==> src/rtl/ccov_pkg.sv <==
package ccov_pkg;

  localparam int NUM_GROUPS = 5;
  localparam int GROUP_SIZE [NUM_GROUPS] = '{1, 3, 2, 2, 2};
  localparam int NUM_EXCL = 3;

  function automatic int totalConds();
    int s = 0;
    for (int g = 0; g < NUM_GROUPS; g++) s += GROUP_SIZE[g];
    return s;
  endfunction

  function automatic int totalBins();
    int p = 1;
    for (int g = 0; g < NUM_GROUPS; g++) p *= GROUP_SIZE[g];
    return p;
  endfunction

  localparam int NUM_CONDS = totalConds();
  localparam int NUM_BINS  = totalBins();
  localparam int CNT_W     = $clog2(NUM_BINS + 1);

  // flat condition label positions, group by group
  localparam int L_MEM    = 0;
  localparam int L_DNONE  = 1;
  localparam int L_DCORR  = 2;
  localparam int L_DUNC   = 3;
  localparam int L_TNONE  = 4;
  localparam int L_TERR   = 5;
  localparam int L_SCPU   = 6;
  localparam int L_SSLV   = 7;
  localparam int L_MSCR   = 8;
  localparam int L_MCACHE = 9;

  // each exclusion rule is a label set; subset match excludes the bin
  localparam logic [NUM_CONDS-1:0] EXCL_SET [NUM_EXCL] = '{
    NUM_CONDS'((1 << L_TERR) | (1 << L_MSCR)),
    NUM_CONDS'((1 << L_TERR) | (1 << L_DUNC)),
    NUM_CONDS'((1 << L_SSLV) | (1 << L_MCACHE))
  };

  typedef struct packed {
    logic sample;
    logic clear;
  } ccovStrobe_t;

  function automatic int condOffset(int g);
    int s = 0;
    for (int k = 0; k < g; k++) s += GROUP_SIZE[k];
    return s;
  endfunction

  // last group varies fastest
  function automatic int binStride(int g);
    int p = 1;
    for (int k = g + 1; k < NUM_GROUPS; k++) p *= GROUP_SIZE[k];
    return p;
  endfunction

  function automatic logic [NUM_CONDS-1:0] binLabels(int b);
    logic [NUM_CONDS-1:0] lbl = '0;
    for (int g = 0; g < NUM_GROUPS; g++)
      lbl[condOffset(g) + (b / binStride(g)) % GROUP_SIZE[g]] = 1'b1;
    return lbl;
  endfunction

  function automatic logic binExcluded(int b);
    logic [NUM_CONDS-1:0] lbl = binLabels(b);
    logic ex = 1'b0;
    for (int e = 0; e < NUM_EXCL; e++)
      if ((EXCL_SET[e] & ~lbl) == '0) ex = 1'b1;
    return ex;
  endfunction

endpackage

==> src/rtl/ccov_cond_map.sv <==
module ccov_cond_map
  import ccov_pkg::*;
(
  input  logic                 memActive,
  input  logic                 dataCorrectable,
  input  logic                 dataUncorrectable,
  input  logic                 tagError,
  input  logic                 fromSlave,
  input  logic                 scratchpadHit,
  output logic [NUM_CONDS-1:0] conds
);
  always_comb begin
    conds           = '0;
    conds[L_MEM]    = memActive;
    conds[L_DNONE]  = ~dataCorrectable & ~dataUncorrectable;
    conds[L_DCORR]  = dataCorrectable;
    conds[L_DUNC]   = dataUncorrectable;
    conds[L_TNONE]  = ~tagError;
    conds[L_TERR]   = tagError;
    conds[L_SCPU]   = ~fromSlave;
    conds[L_SSLV]   = fromSlave;
    conds[L_MSCR]   = scratchpadHit;
    conds[L_MCACHE] = ~scratchpadHit;
  end
endmodule

==> src/rtl/ccov_ctrl.sv <==
module ccov_ctrl
  import ccov_pkg::*;
(
  input  logic        clear,
  input  logic        sampleEn,
  output ccovStrobe_t strobe
);
  // clear wins over sampling in the same cycle
  always_comb begin
    strobe.clear  = clear;
    strobe.sample = sampleEn & ~clear;
  end
endmodule

==> src/rtl/ccov_bins.sv <==
module ccov_bins
  import ccov_pkg::*;
#(
  parameter int BINS  = NUM_BINS,
  parameter int CONDS = NUM_CONDS,
  parameter int CW    = CNT_W
) (
  input  logic             clk,
  input  logic             rst_n,
  input  ccovStrobe_t      strobe,
  input  logic [CONDS-1:0] conds,
  output logic [BINS-1:0]  hitVec,
  output logic [BINS-1:0]  excludedMask,
  output logic [CW-1:0]    coveredCount
);
  logic [BINS-1:0] binCond;
  logic [BINS-1:0] hitQ;
  logic [CW-1:0]   countQ;
  logic [CW-1:0]   coveredNext;

  for (genvar b = 0; b < BINS; b++) begin : g_bin
    localparam logic [CONDS-1:0] LBL  = CONDS'(binLabels(b));
    localparam logic             EXCL = binExcluded(b);
    if (EXCL) begin : g_excl
      assign binCond[b] = 1'b1;
    end else begin : g_live
      assign binCond[b] = &(conds | ~LBL);
    end
    assign excludedMask[b] = EXCL;
  end

  always_ff @(posedge clk) begin
    if (!rst_n)            hitQ <= '0;
    else if (strobe.clear) hitQ <= '0;
    else if (strobe.sample) hitQ <= hitQ | binCond;
  end

  always_comb begin
    coveredNext = '0;
    for (int i = 0; i < BINS; i++)
      coveredNext = coveredNext + CW'(hitQ[i] | excludedMask[i]);
  end

  always_ff @(posedge clk) begin
    if (!rst_n) countQ <= '0;
    else        countQ <= coveredNext;
  end

  assign hitVec       = hitQ;
  assign coveredCount = countQ;
endmodule

==> src/rtl/ccov_cross_collector.sv <==
module ccov_cross_collector
  import ccov_pkg::*;
(
  input  logic                clk,
  input  logic                rst_n,
  input  logic                clear,
  input  logic                sampleEn,
  input  logic                memActive,
  input  logic                dataCorrectable,
  input  logic                dataUncorrectable,
  input  logic                tagError,
  input  logic                fromSlave,
  input  logic                scratchpadHit,
  output logic [NUM_BINS-1:0] hitVec,
  output logic [NUM_BINS-1:0] excludedMask,
  output logic [CNT_W-1:0]    coveredCount
);
  logic [NUM_CONDS-1:0] conds;
  ccovStrobe_t          strobe;

  ccov_cond_map u_map (
    .memActive(memActive), .dataCorrectable(dataCorrectable),
    .dataUncorrectable(dataUncorrectable), .tagError(tagError),
    .fromSlave(fromSlave), .scratchpadHit(scratchpadHit), .conds(conds)
  );

  ccov_ctrl u_ctrl (.clear(clear), .sampleEn(sampleEn), .strobe(strobe));

  ccov_bins u_bins (
    .clk(clk), .rst_n(rst_n), .strobe(strobe), .conds(conds),
    .hitVec(hitVec), .excludedMask(excludedMask), .coveredCount(coveredCount)
  );
endmodule

==> config.mk <==
export PLATFORM = sky130hd
export DESIGN_NAME = ccov_cross_collector
export DESIGN_NICKNAME = d
export VERILOG_FILES = /design/src/rtl/ccov_pkg.sv /design/src/rtl/ccov_cond_map.sv /design/src/rtl/ccov_ctrl.sv /design/src/rtl/ccov_bins.sv /design/src/rtl/ccov_cross_collector.sv
export SDC_FILE = /design/constraint.sdc
export NUM_CORES = 1
export LEC_CHECK = 0
export CAP_MARGIN = 20
export CORE_AREA = 2 2 52 67
export CTS_CLUSTER_DIAMETER = 200
export DETAILED_ROUTE_END_ITERATION = 12
export DIE_AREA = 0 0 54 69
export DONT_BUFFER_PORTS = 1
export GPL_ROUTABILITY_DRIVEN = 0
export GPL_TIMING_DRIVEN = 0
export PLACE_DENSITY = 0.65
export SETUP_SLACK_MARGIN = 0.2
export SLEW_MARGIN = 10
export SYNTH_ARGS = -nofsm -noshare
export SYNTH_HDL_FRONTEND = slang
export SYNTH_SLANG_ARGS = --single-unit
==> constraint.sdc <==
create_clock -name clk -period 2.59 [get_ports clk]
set_input_delay 0.6475 -clock clk [delete_from_list [all_inputs] [get_ports clk]]
set_output_delay 0.6475 -clock clk [all_outputs]
set_load 0.02 [all_outputs]
==> Word-level counts from Yosys, hierarchy flattened <==
Index checks and enable logic that the tools add are counted.
{ "word_totals": {"regBits": 29, "romBits": 0, "output_inout_bits": 53, "input_bits": 10, "mem_bits_rw": 0, "wordCells": 47, "mem_count": 0, "latchBits": 0} }
{ "classes": {"n_addsub": 23, "div": 0, "multipliers": 0, "n_lt_le_gt_ge": 0, "eq_ne": 0, "n_reduce_logical": 12, "bitwise_logic": 10, "shifts": 0, "n_mux": 0} }
{ "ops": {"columns": ["cell", "n"], "rows": [
  ["$add 5x1->5 const B", 13],
  ["$reduce_and 5->1", 11],
  ["$add 5x1->5", 9],
  ["$or 24x24->24", 1],
  ["$not 1->1", 7],
  ["$add 1x1->2", 1],
  ["$and 1x1->1", 2],
  ["$reduce_or 2->1", 1]
]} }

==> Depth between registers and ports, before layout <==
Gate-level depths: netlist (run 1).
{ "logic_depth": {"ltp_word": 23, "depth_mapped": 12, "depth_no_buf": 12} }

==> Hierarchy <==
A second synthesis (run 1) with hierarchy kept.
{ "hier_totals": {"hier_cells": 138, "area_unflattened_um2": 1227.4} }
{ "modules_own_cells": {"columns": ["module", "seq_area_each_um2", "area_each_um2", "cells_per_inst", "n_inst"], "rows": [
  ["ccov_bins", 340.3, 1146.1, 126, 1],
  ["ccov_cond_map", 0.0, 60.1, 10, 1],
  ["ccov_ctrl", 0.0, 21.3, 2, 1]
]} }

==> Least setup slack after synthesis (run 1) <==
OpenSTA, ideal clock, no wires.
{ "synth_path": {"path_type": "reg2reg", "start": "register u_bins.hitQ[1] (netlist: u_bins.hitVec[1])", "end": "register u_bins.countQ[1] (netlist: u_bins.coveredCount[1])", "setup_ps": 65, "slack_ps": -380, "stages_incl_launch_ff": 11, "required_ps": 2525, "synth_period_minus_slack_ps": 2970, "path_buffers": 0, "t_arrival_ps": 2904, "cell_sequence": "dfxtp_1 > ha_1 > inv_1 > ha_1 > fa_1 > fa_1 > inv_1 > fa_1 > inv_1 > fa_1 > nor2b_1"} }
{ "synth_via": {"elab_chain_cells": 23} }
{ "synth_rtl": {"columns": ["item", "line_no", "text"], "rows": [
  ["from (decl)", "ccov_bins.sv:17", "logic [BINS-1:0] hitQ;"],
  ["from (signal assigned)", "ccov_bins.sv:35", "else if (strobe.sample) hitQ <= hitQ | binCond;"],
  ["$add 1x1->2", "ccov_bins.sv:41", "coveredNext = coveredNext + CW'(hitQ[i] | excludedMask[i]);"],
  ["$add 5x1->5 (22 in a row)", "ccov_bins.sv:41", null],
  ["to (signal assigned)", "ccov_bins.sv:46", "else countQ <= coveredNext;"],
  ["to (decl)", "ccov_bins.sv:18", "logic [CW-1:0] countQ;"]
]} }
Every way passes these cells.
A chain may end at the register's enable or synchronous reset.

==> Final worst setup path (run 1) <==
{ "layout_path": {"start": "register u_bins.hitQ[9] (netlist: u_bins.hitVec[9])", "end": "register u_bins.countQ[1] (netlist: u_bins.coveredCount[1])"} }
{ "layout_via": {"elab_chain_cells": 15} }
{ "layout_rtl": {"columns": ["item", "line_no"], "rows": [
  ["$add 5x1->5 (15 in a row)", "ccov_bins.sv:41"]
]} }
Every way passes these cells.

==> results of run 1 <==
Yosys cell counts, types with 2 or more instances:
library cell,count
nand3_1,2
o21ai_1,2
inv_1,15
nor2b_1,3
and2_1,3
nand4_1,2
a31oi_1,4
nand2_1,8
a21oi_1,5
ha_1,6
nor2_1,6
buf_4,36
fa_1,6
conb_1,2
dfxtp_1,17
layer usage:
| layer | part of all wire | GRT usage | vias up |
|---|---|---|---|
| met1 | 0.34 | 0.119 | 349 |
| met5 | 0 | 0 | - |
| met4 | 0.023 | 0.0667 | 0 |
| met2 | 0.49 | 0.191 | 42 |
| met3 | 0.14 | 0.0693 | 5 |
| li1 | - | - | 400 |
final cells by class:
type,instances,area [um^2],area share
multi-input combinational,82,597,0.435
sequential,17,352,0.256
buffer,37,275,0.201
inverter,15,56.3,0.0410
tap,37,46.3,0.0337
clock buffer,3,41.3,0.0301
clock inverter,1,5.00,0.00365
power groups by stage:
| stage | Clock [mW] | Sequential [mW] | Combinational, mW |
|---|---|---|---|
| after floorplan | 0 | 0.278 | 0.0993 |
| after global placement | 0 | 0.279 | 0.103 |
| after detailed placement | 0 | 0.279 | 0.104 |
| after CTS | 0.205 | 0.273 | 0.104 |
| after global routing | 0.213 | 0.273 | 0.112 |
| final | 0.204 | 0.272 | 0.106 |
kinds of logic after synthesis:
group	synth area share
other	0.00645
and+or+nand+nor	0.158
xor gates and xnor gates	0.00752
AOI/OAI and AO/OA	0.0752
muxes	0.00859
DFF	0.292
adders and majority gates	0.168
buffers and inverters	0.285
cells in the final DEF, fill, tap and decap left out:
master	count
a21boi_1	1
a21o_1	1
a21oi_1	4
a21oi_2	1
a31oi_1	4
and2_1	3
and4bb_2	1
buf_2	1
buf_4	36
clkbuf_8	3
clkinv_2	1
conb_1	24
dfxtp_1	12
dfxtp_2	3
dfxtp_4	2
fa_1	4
fa_2	2
ha_1	5
ha_4	1
inv_1	13
inv_2	2
mux2i_1	1
nand2_1	8
nand2b_1	1
nand2b_2	1
nand3_1	2
nand4_1	2
nor2_1	6
nor2b_1	3
nor3b_1	1
nor3b_2	1
nor4b_4	1
o21ai_1	2
o31ai_2	1
xnor2_1	1
path summary, 6_finish.rpt:
check	startpoint	end	slack, ps	cells after the start
worst max-delay path	u_bins.hitVec[9]	u_bins.coveredCount[1]	-420	9
worst min-delay path	sampleEn	u_bins.hitVec[22]	510	2
worst max register to register	u_bins.hitVec[9]	u_bins.coveredCount[1]	-420	9
worst min register to register	u_bins.hitVec[1]	u_bins.hitVec[1]	520	2
per-stage QoR:
step / instance area (um^2) / std cells
6_report: 1370 / 192
5_1_grt: 1370 / 192
4_1_cts: 1360 / 192
3_5_place_dp: 1310 / 188
3_3_place_gp: 1310 / 188
2_1_floorplan: 1260 / 151
worst register-to-register path, stage by stage, from the launching register on:
cell     delay, ps
dfxtp_4        380
fa_1           560
inv_2           40
fa_1           490
fa_1           490
inv_1           50
fa_2           350
inv_2           60
fa_2           410
nor2b_1        100
registers in the layout, indices dropped and copies added, names as in the netlist:
register	count
u_bins.hitVec	12
u_bins.coveredCount	5
repair_timing:
item,CTS,global route
cloned,0,0
pin swaps,1,0
buffers inserted,0,0
gates resized for setup,0,3
setup endpoints to repair,5,5
==> summary.txt, run 1 <==
Global routing
  • Pin count of the biggest net entering global routing: 15
  • Initial antenna violation count: 0
  • Grt ovf: 0
  • Vias in the first global route: 740
  • Gr usage total: 0.121
  • First-pass GRT wire length: 3240 um

Routing
  • 1st-pass router iterations: 4
  • Via count: 796
  • WL per Instance: 12.2 um
  • Routed WL: 2340 um
  • Initial DRC count: 9
  • Via density per instance: 4.15
  • Final ANT Viol Nets: 0
  • Drt drc: 0

Critical path
  • Critical path, cell by cell: fa_1 -> inv_2 -> fa_1 -> fa_1 -> inv_1 -> fa_2 -> inv_2 -> fa_2 -> nor2b_1
  • Crit Path Class: reg2reg
  • Worst path bufs/invs: 3
  • Crit path DAT: 3200 ps
  • Crit path max-delay family: adder cells
  • CP max stage delay: 550 ps
  • Setup crit start kind: flop
  • Crit. End Element: flop
  • Cell mode on critical path: fa_1
  • CP max stage cell: fa_1
  • Crit path max fanout: 3
  • Worst EP required: 2790 ps

Timing
  • Final setup violation count: 5
  • Setup_tns: -1440 ps
  • Fin crit period: 3010 ps
  • Fin. Hold Viols: 0
  • Fin Clk Skew: 5.63 ps
  • Relative slew slack: 0.622
  • RSZ-0062 raised after global routing: yes
  • Fin crit share: 1.16
  • PnR worst setup slack: -419 ps
  • Worst hold margin: 508 ps
  • F_max: 332 MHz
  • Worst slew pin tran: 566 ps
  • Final slew viol count: 0

Clock tree
  • Clock Sinks: 17
  • TritonCTS clock tree: built
  • TritonCTS Buffers: 3
  • Clock Latency Late Sink: 260 ps
  • Hold Buf Count CTS: 0
  • CTS HTree Levels: 1
  • Max clock buf depth: 2
  • Reg clk slew, reported paths: 70 ps
  • Clk root buf: clkbuf_8

Worst hold path
  • HP Class: in2reg

Pwr
  • Internal power: 415 uW
  • PD cells: 424 nW/um^2
  • Combinational share of power: 0.182
  • Max VDD drop: 0.295 mV
  • Sw Pwr: 167 uW
  • Clk pwr share: 0.350
  • Switching share of power: 0.287
  • Leak: 0.655 nW
  • Final Power: 582 uW
  • Reg power frac: 0.468

Logic synthesis
  • Seq cells post-synth: 17
  • Syn_area_per_cell: 9.03 um^2
  • Yosys warning count: 0
  • Ranking of synthesized cells by area: dfxtp_1 29%, buf_4 23%, fa_1 10%, ha_1 6.4%, inv_1 4.8%
  • Post-synth EDFFs: 0
  • Cell Area, Synth: 1160 um^2
  • Leading area contributor after synthesis: dfxtp_1
  • Sequential-to-total area share from yosys stat: 0.292
  • Distinct cells, synth: 27
  • Top cell type's share of synthesized area: 0.292
  • Async SR Flop Fraction: 0
  • Post-synth top flop: dfxtp_1
  • Synth Instances: 129

Placed design
  • Dpl ws: -368 ps
  • Post-DP HPWL: 1830 um
  • Port Buffer Count: 0

Floorplan
  • Chip height: 69 um
  • Initial cell density of the core: 0.375
  • I/O Pins: 63
  • Core area: 3110 um^2
  • Cell Rows: 23
  • Die Wd: 54 um
  • Die area: 3730 um^2

Outcome
  • Status: finished with violations
  • Failing checks: negative setup slack

Finish
  • Final net count: 178
  • Ratio of cells with drive above 1 in the final layout: 0.368
  • Area growth from synthesis to layout: 17.8%
  • Finished Core Util: 0.442
  • Diode count: 0
  • Fillers: 306

Job
  • MaxCap Viol Count: 0
(Power assumes the default switching activity.)
==> run 2: changes to the inputs <==
- CORE_AREA: 2 2 52 67 -> 5 5 55 70
- DIE_AREA: 0 0 54 69 -> 0 0 60 75
==> summary.txt, run 2 (synthesis gave the netlist of run 1 again) <==
Routing
  • Via count: 821 (was 796)
  • Routed wl met3: 376 um (was 324 um)
  • Routed metal-1 wirelength: 888 um (was 804 um)
  • 1st-pass router iterations: 4 (unchanged)
  • Initial DRC count: 16 (was 9)
  • DR top layer: met4 (unchanged)
  • Final ANT Viol Nets: 0 (unchanged)
  • Routed WL: 2540 um (was 2340 um)
  • Metal2 WL: 1220 um (was 1160 um)
  • Drt drc: 0 (unchanged)
  • Via density per instance: 4.25 (was 4.15)
  • WL per Instance: 13.1 um (was 12.2 um)

Critical path
  • Worst EP required: 2780 ps (was 2790 ps)
  • Crit path DAT: 3170 ps (was 3200 ps)
  • Crit Path Class: reg2reg (unchanged)
  • R2R cell count: 9 (unchanged)
  • Setup crit start kind: flop (unchanged)
  • Crit path max fanout: 3 (unchanged)
  • Crit. End Element: flop (unchanged)

Pwr
  • Final Power: 580 uW (was 582 uW)
  • Max VDD drop: 0.230 mV (was 0.295 mV)
  • PD cells: 414 nW/um^2 (was 424 nW/um^2)
  • Leak: 0.658 nW (was 0.655 nW)

Global routing
  • Gr usage total: 0.120 (was 0.121)
  • Initial antenna violation count: 0 (unchanged)
  • Vias in the first global route: 855 (was 740)
  • Grt ovf: 0 (unchanged)
  • First-pass GRT wire length: 3990 um (was 3240 um)
  • Pin count of the biggest net entering global routing: 15 (unchanged)

Finish
  • Non-Filler Instances: 193 (was 192)
  • Final net count: 179 (was 178)
  • Diode count: 0 (unchanged)
  • Area growth from synthesis to layout: 20.4% (was 17.8%)
  • Ratio of cells with drive above 1 in the final layout: 0.391 (was 0.368)
  • Max reg flops: 12 (unchanged)
  • Finished Cell Area: 1400 um^2 (was 1370 um^2)
  • Most common cell after layout, fill and taps aside: buf_4 (unchanged)
  • Most frequent cells in the layout: 36 x buf_4, 24 x conb_1, 12 x inv_1, 12 x dfxtp_1, 8 x nand2_1 (was 36 x buf_4, 24 x conb_1, 13 x inv_1, 12 x dfxtp_1, 8 x nand2_1)
  • Finished Core Util: 0.451 (was 0.442)

Floorplan
  • Die area: 4500 um^2 (was 3730 um^2)
  • Die Wd: 60 um (was 54 um)
  • I/O Pins: 63 (unchanged)
  • Chip height: 75 um (was 69 um)
  • Cell Rows: 23 (unchanged)
  • Core area: 3110 um^2 (unchanged)
  • Initial cell density of the core: 0.375 (unchanged)

Timing
  • Final slew viol count: 0 (unchanged)
  • F_max: 336 MHz (was 332 MHz)
  • Worst slew pin tran: 582 ps (was 566 ps)
  • Setup_tns: -1360 ps (was -1440 ps)
  • RSZ-0062 raised after global routing: yes (unchanged)
  • PnR worst setup slack: -387 ps (was -419 ps)
  • Final setup violation count: 5 (unchanged)
  • Fin crit period: 2980 ps (was 3010 ps)
  • Fin. Hold Viols: 0 (unchanged)
  • Worst hold margin: 506 ps (was 508 ps)
  • Fin crit share: 1.15 (was 1.16)
  • Fin Clk Skew: 7.73 ps (was 5.63 ps)
  • Relative slew slack: 0.611 (was 0.622)

Clock tree
  • CTS HTree Levels: 1 (unchanged)
  • Clock Sinks: 17 (unchanged)
  • Hold Buf Count CTS: 0 (unchanged)
  • TritonCTS clock tree: built (unchanged)
  • TritonCTS Buffers: 3 (unchanged)
  • Clk root buf: clkbuf_8 (unchanged)
  • Max clock buf depth: 2 (unchanged)
  • Reg clk slew, reported paths: 70 ps (about the same)
  • Clock Latency Late Sink: 260 ps (about the same)

Placed design
  • Post-DP HPWL: 2120 um (was 1830 um)
  • Placed Area: 1310 um^2 (unchanged)
  • Dpl ws: -405 ps (was -368 ps)
  • Inst Count DP: 188 (unchanged)
  • Port Buffer Count: 0 (unchanged)

Outcome
  • Failing checks: negative setup slack (unchanged)
  • Status: finished with violations (unchanged)

Job
  • MaxCap Viol Count: 0 (unchanged)

Worst hold path
  • HP Class: in2reg (unchanged)
  • Hold depth: 2 (unchanged)
[run 2: cell types whose count changed in the layout (fill, tap and decap cells not counted)]
cell | previous run | this run
dfxtp_2 | 3 | 2
ha_4 | 1 | 2
a21boi_2 | 0 | 1
a21boi_1 | 1 | 0
inv_1 | 13 | 12
buf_6 | 0 | 1
dfxtp_4 | 2 | 3
inv_2 | 2 | 3
ha_1 | 5 | 4
[run 2: report_power, final]
part	leakage (nW)	switching [mW]	internal [mW]
clock network	0.0255	0.0954	0.107
logic	0.491	0.0621	0.0448
registers	0.142	0.00901	0.262
total	0.658	0.167	0.414
[run 2: final cells by class]
type / count / area [um^2]
Inverter: 15 / 56.3
Tap cell: 37 / 46.3
Multi-Input combinational cell: 82 / 613
Clock buffer: 3 / 41.3
Sequential cell: 17 / 354
Fill cell: 313 / 1710
Buffer: 37 / 275
Timing Repair Buffer: 1 / 11.3
Clock inverter: 1 / 5.00
[run 2: path summary, 6_finish.rpt]
kind	startpoint	slack (ps)	to
worst min register to register	u_bins.hitVec[1]	530	u_bins.hitVec[1]
worst max register to register	u_bins.hitVec[9]	-390	u_bins.coveredCount[1]
worst max-delay path	u_bins.hitVec[9]	-390	u_bins.coveredCount[1]
worst min-delay path	sampleEn	510	u_bins.hitVec[22]
[run 2: timing repair]
action / CTS / global route
buffers inserted: 1 / 0
gates resized for setup: 6 / 2
endpoints found under the hold margin: 0 / 0
endpoints found under the setup margin: 5 / 5
pin swaps: 2 / 0
[run 2: worst max-delay path, cell delays in order, from the launching register on]
cell,delay (ps)
dfxtp_4,390
fa_1,540
inv_1,50
fa_1,470
fa_1,510
inv_2,40
fa_2,340
inv_2,60
fa_2,420
nor2b_1,100
[run 2: layer usage]
layer,global-route usage,vias to the layer above
li1,-,404
met1,0.120,369
met2,0.188,44
met3,0.0720,4
met4,0.0714,0
met5,0,-
==> run 3: changes to the inputs <==
- ABC_AREA: default -> 1
- PLACE_DENSITY: 0.65 -> 0.64
==> summary.txt, run 3 <==
Outcome
  • Status: finished with violations (unchanged)
  • Failing checks: negative setup slack (unchanged)

Timing
  • Fin. Hold Viols: 0 (unchanged)
  • F_max: 338 MHz (was 336 MHz)
  • Final setup violation count: 5 (unchanged)
  • Fin Clk Skew: 1.85 ps (was 7.73 ps)
  • Worst slew pin tran: 573 ps (was 582 ps)
  • Setup_tns: -1150 ps (was -1360 ps)
  • PnR worst setup slack: -367 ps (was -387 ps)
  • Fin crit period: 2960 ps (was 2980 ps)
  • Fin crit share: 1.14 (was 1.15)
  • Final slew viol count: 0 (unchanged)
  • RSZ-0062 raised after global routing: yes (unchanged)
  • Relative slew slack: 0.618 (was 0.611)

Finish
  • Fillers: 311 (was 313)
  • Max reg flops: 12 (unchanged)
  • Most frequent cells in the layout: 37 x buf_4, 27 x inv_1, 24 x conb_1, 18 x nand2_1, 14 x nor2_1 (was 36 x buf_4, 24 x conb_1, 12 x inv_1, 12 x dfxtp_1, 8 x nand2_1)
  • Diode count: 0 (unchanged)
  • Ratio of cells with drive above 1 in the final layout: 0.320 (was 0.391)
  • Final net count: 201 (was 179)
  • Most common cell after layout, fill and taps aside: buf_4 (unchanged)
  • Area growth from synthesis to layout: 19.4% (was 20.4%)
  • Finished Cell Area: 1390 um^2 (was 1400 um^2)

Pwr
  • Combinational share of power: 0.184 (about the same)
  • Max VDD drop: 0.226 mV (was 0.230 mV)
  • Reg power frac: 0.467 (about the same)
  • Sw Pwr: 170 uW (was 167 uW)
  • Switching share of power: 0.292 (was 0.287)
  • Final Power: 582 uW (was 580 uW)
  • Internal power: 412 uW (was 414 uW)
  • Clk pwr share: 0.349 (was 0.348)
  • PD cells: 420 nW/um^2 (was 414 nW/um^2)
  • Leak: 0.698 nW (was 0.658 nW)

Clock tree
  • TritonCTS clock tree: built (unchanged)
  • Clock Latency Late Sink: 260 ps (about the same)
  • Clock Sinks: 17 (unchanged)
  • Clk root buf: clkbuf_8 (unchanged)
  • TritonCTS Buffers: 3 (unchanged)
  • Reg clk slew, reported paths: 70 ps (about the same)
  • CTS HTree Levels: 1 (unchanged)
  • Hold Buf Count CTS: 0 (unchanged)
  • Max clock buf depth: 2 (unchanged)

Critical path
  • Worst EP required: 2790 ps (was 2780 ps)
  • Worst path bufs/invs: 3 (unchanged)
  • R2R cell count: 9 (unchanged)
  • CP max stage delay: 540 ps (about the same)
  • Critical path, cell by cell: fa_1 -> inv_1 -> fa_1 -> fa_1 -> inv_1 -> fa_2 -> inv_2 -> fa_2 -> nor2_1 (was fa_1 -> inv_1 -> fa_1 -> fa_1 -> inv_2 -> fa_2 -> inv_2 -> fa_2 -> nor2b_1)
  • Crit Path Class: reg2reg (unchanged)
  • Setup crit start kind: flop (unchanged)
  • Crit path max fanout: 3 (unchanged)
  • Crit path DAT: 3160 ps (was 3170 ps)
  • CP max stage cell: fa_1 (unchanged)
  • Cell mode on critical path: fa_1 (unchanged)
  • Crit. End Element: flop (unchanged)
  • Worst path depth: 9 (unchanged)
  • Crit path max-delay family: adder cells (unchanged)

Floorplan
  • Initial cell density of the core: 0.374 (was 0.375)
  • Die area: 4500 um^2 (unchanged)
  • Die Wd: 60 um (unchanged)
  • Core area: 3110 um^2 (unchanged)
  • I/O Pins: 63 (unchanged)
  • Chip height: 75 um (unchanged)
  • Cell Rows: 23 (unchanged)

Placed design
  • Post-DP HPWL: 1940 um (was 2120 um)
  • Placed Area: 1300 um^2 (was 1310 um^2)
  • Port Buffer Count: 0 (unchanged)

Logic synthesis
  • Sequential-to-total area share from yosys stat: 0.293 (was 0.292)
  • Syn_area_per_cell: 7.69 um^2 (was 9.03 um^2)
  • Cell Area, Synth: 1160 um^2 (about the same)
  • Yosys warning count: 0 (unchanged)
  • Synth Instances: 151 (was 129)
  • Top cells by count, synth: 36 x buf_4, 29 x inv_1, 18 x nand2_1 (was 36 x buf_4, 17 x dfxtp_1, 15 x inv_1)
  • Distinct cells, synth: 14 (was 27)
  • Count leader, synth: buf_4 (unchanged)
  • Ranking of synthesized cells by area: dfxtp_1 29%, buf_4 23%, fa_1 10%, inv_1 9.4%, ha_1 6.5% (was dfxtp_1 29%, buf_4 23%, fa_1 10%, ha_1 6.4%, inv_1 4.8%)
  • Post-synth top flop: dfxtp_1 (unchanged)
  • Leading area contributor after synthesis: dfxtp_1 (unchanged)
  • Async SR Flop Fraction: 0 (unchanged)
  • Post-synth EDFFs: 0 (unchanged)
  • Top cell type's share of synthesized area: 0.293 (was 0.292)
  • Seq cells post-synth: 17 (unchanged)

Routing
  • Final ANT Viol Nets: 0 (unchanged)
  • Via count: 833 (was 821)
  • 1st-pass router iterations: 4 (unchanged)
  • WL per Instance: 10.7 um (was 13.1 um)
  • Routed WL: 2300 um (was 2540 um)
  • Via density per instance: 3.87 (was 4.25)
  • Drt drc: 0 (unchanged)
  • Initial DRC count: 19 (was 16)

Global routing
  • Initial antenna violation count: 0 (unchanged)
  • First-pass GRT wire length: 3550 um (was 3990 um)
  • Vias in the first global route: 785 (was 855)
  • Pin count of the biggest net entering global routing: 15 (unchanged)
  • Gr usage total: 0.108 (was 0.120)
  • Grt ovf: 0 (unchanged)

Worst hold path
  • HP Class: in2reg (unchanged)
  • Hold depth: 2 (unchanged)

Job
  • MaxCap Viol Count: 0 (unchanged)
run 3: final cells by class:
class	instances	area, um^2	area share
plain buffers	37	275	0.199
clock buffers	3	41.3	0.0298
clock inverters	1	5.00	0.00361
inverters	30	113	0.0812
multi-input cells	89	547	0.394
flip-flops and latches	17	352	0.254
well taps	37	46.3	0.0334
repair buffers	1	7.51	0.00542
run 3: power by group through the flow:
stage	clock network, mW	logic (mW)	registers, mW
after detailed placement	0	0.105	0.279
after floorplan	0	0.0998	0.278
after CTS	0.213	0.106	0.273
final	0.203	0.107	0.272
after global placement	0	0.105	0.279
after global routing	0.221	0.116	0.273
run 3: layer usage:
layer  share of wire  wire length (um)  up-vias  track usage
li1                -                 -      437            -
met1            0.34               789      354        0.117
met2            0.51              1170       37        0.173
met3            0.12               268        5       0.0360
met4           0.030                70        0       0.0813
met5               0                 0        -            0
run 3: kinds of logic (layout without fill, tap and decap cells):
logic type | Yosys count | count (layout) | synth area share
flip-flops | 17 | 17 | 0.293
XOR/XNOR | 1 | 1 | 0.00754
buffers and inverters | 67 | 72 | 0.334
other | 2 | 24 | 0.00647
AO/OA/AOI/OAI | 14 | 14 | 0.0603
AND/OR/NAND/NOR | 38 | 38 | 0.130
adder cells (fa/ha/maj) | 12 | 12 | 0.168
run 3: path summary, 6_finish.rpt:
path                          from                     end  slack (ps)
setup reg to reg  u_bins.hitVec[9]  u_bins.coveredCount[1]        -370
hold / removal               rst_n  u_bins.coveredCount[0]         490
setup / recovery  u_bins.hitVec[9]  u_bins.coveredCount[1]        -370
hold reg to reg   u_bins.hitVec[0]        u_bins.hitVec[0]         520
run 3: what timing repair did:
action | in CTS | in global routing
resized for setup | 1 | 6
pin swaps | 1 | 4
buffers inserted | 1 | 0
setup endpoints to repair | 5 | 5
cloned | 0 | 0
run 3: metrics by stage:
step	hold WS, ps	setup WS [ps]	util	instances
after floorplan	490	-258	-	173
after global placement	510	-315	0.419	210
after detailed placement	512	-372	0.419	210
after CTS	478	-376	0.438	215
after global routing	494	-474	0.446	215
final	489	-367	0.446	215
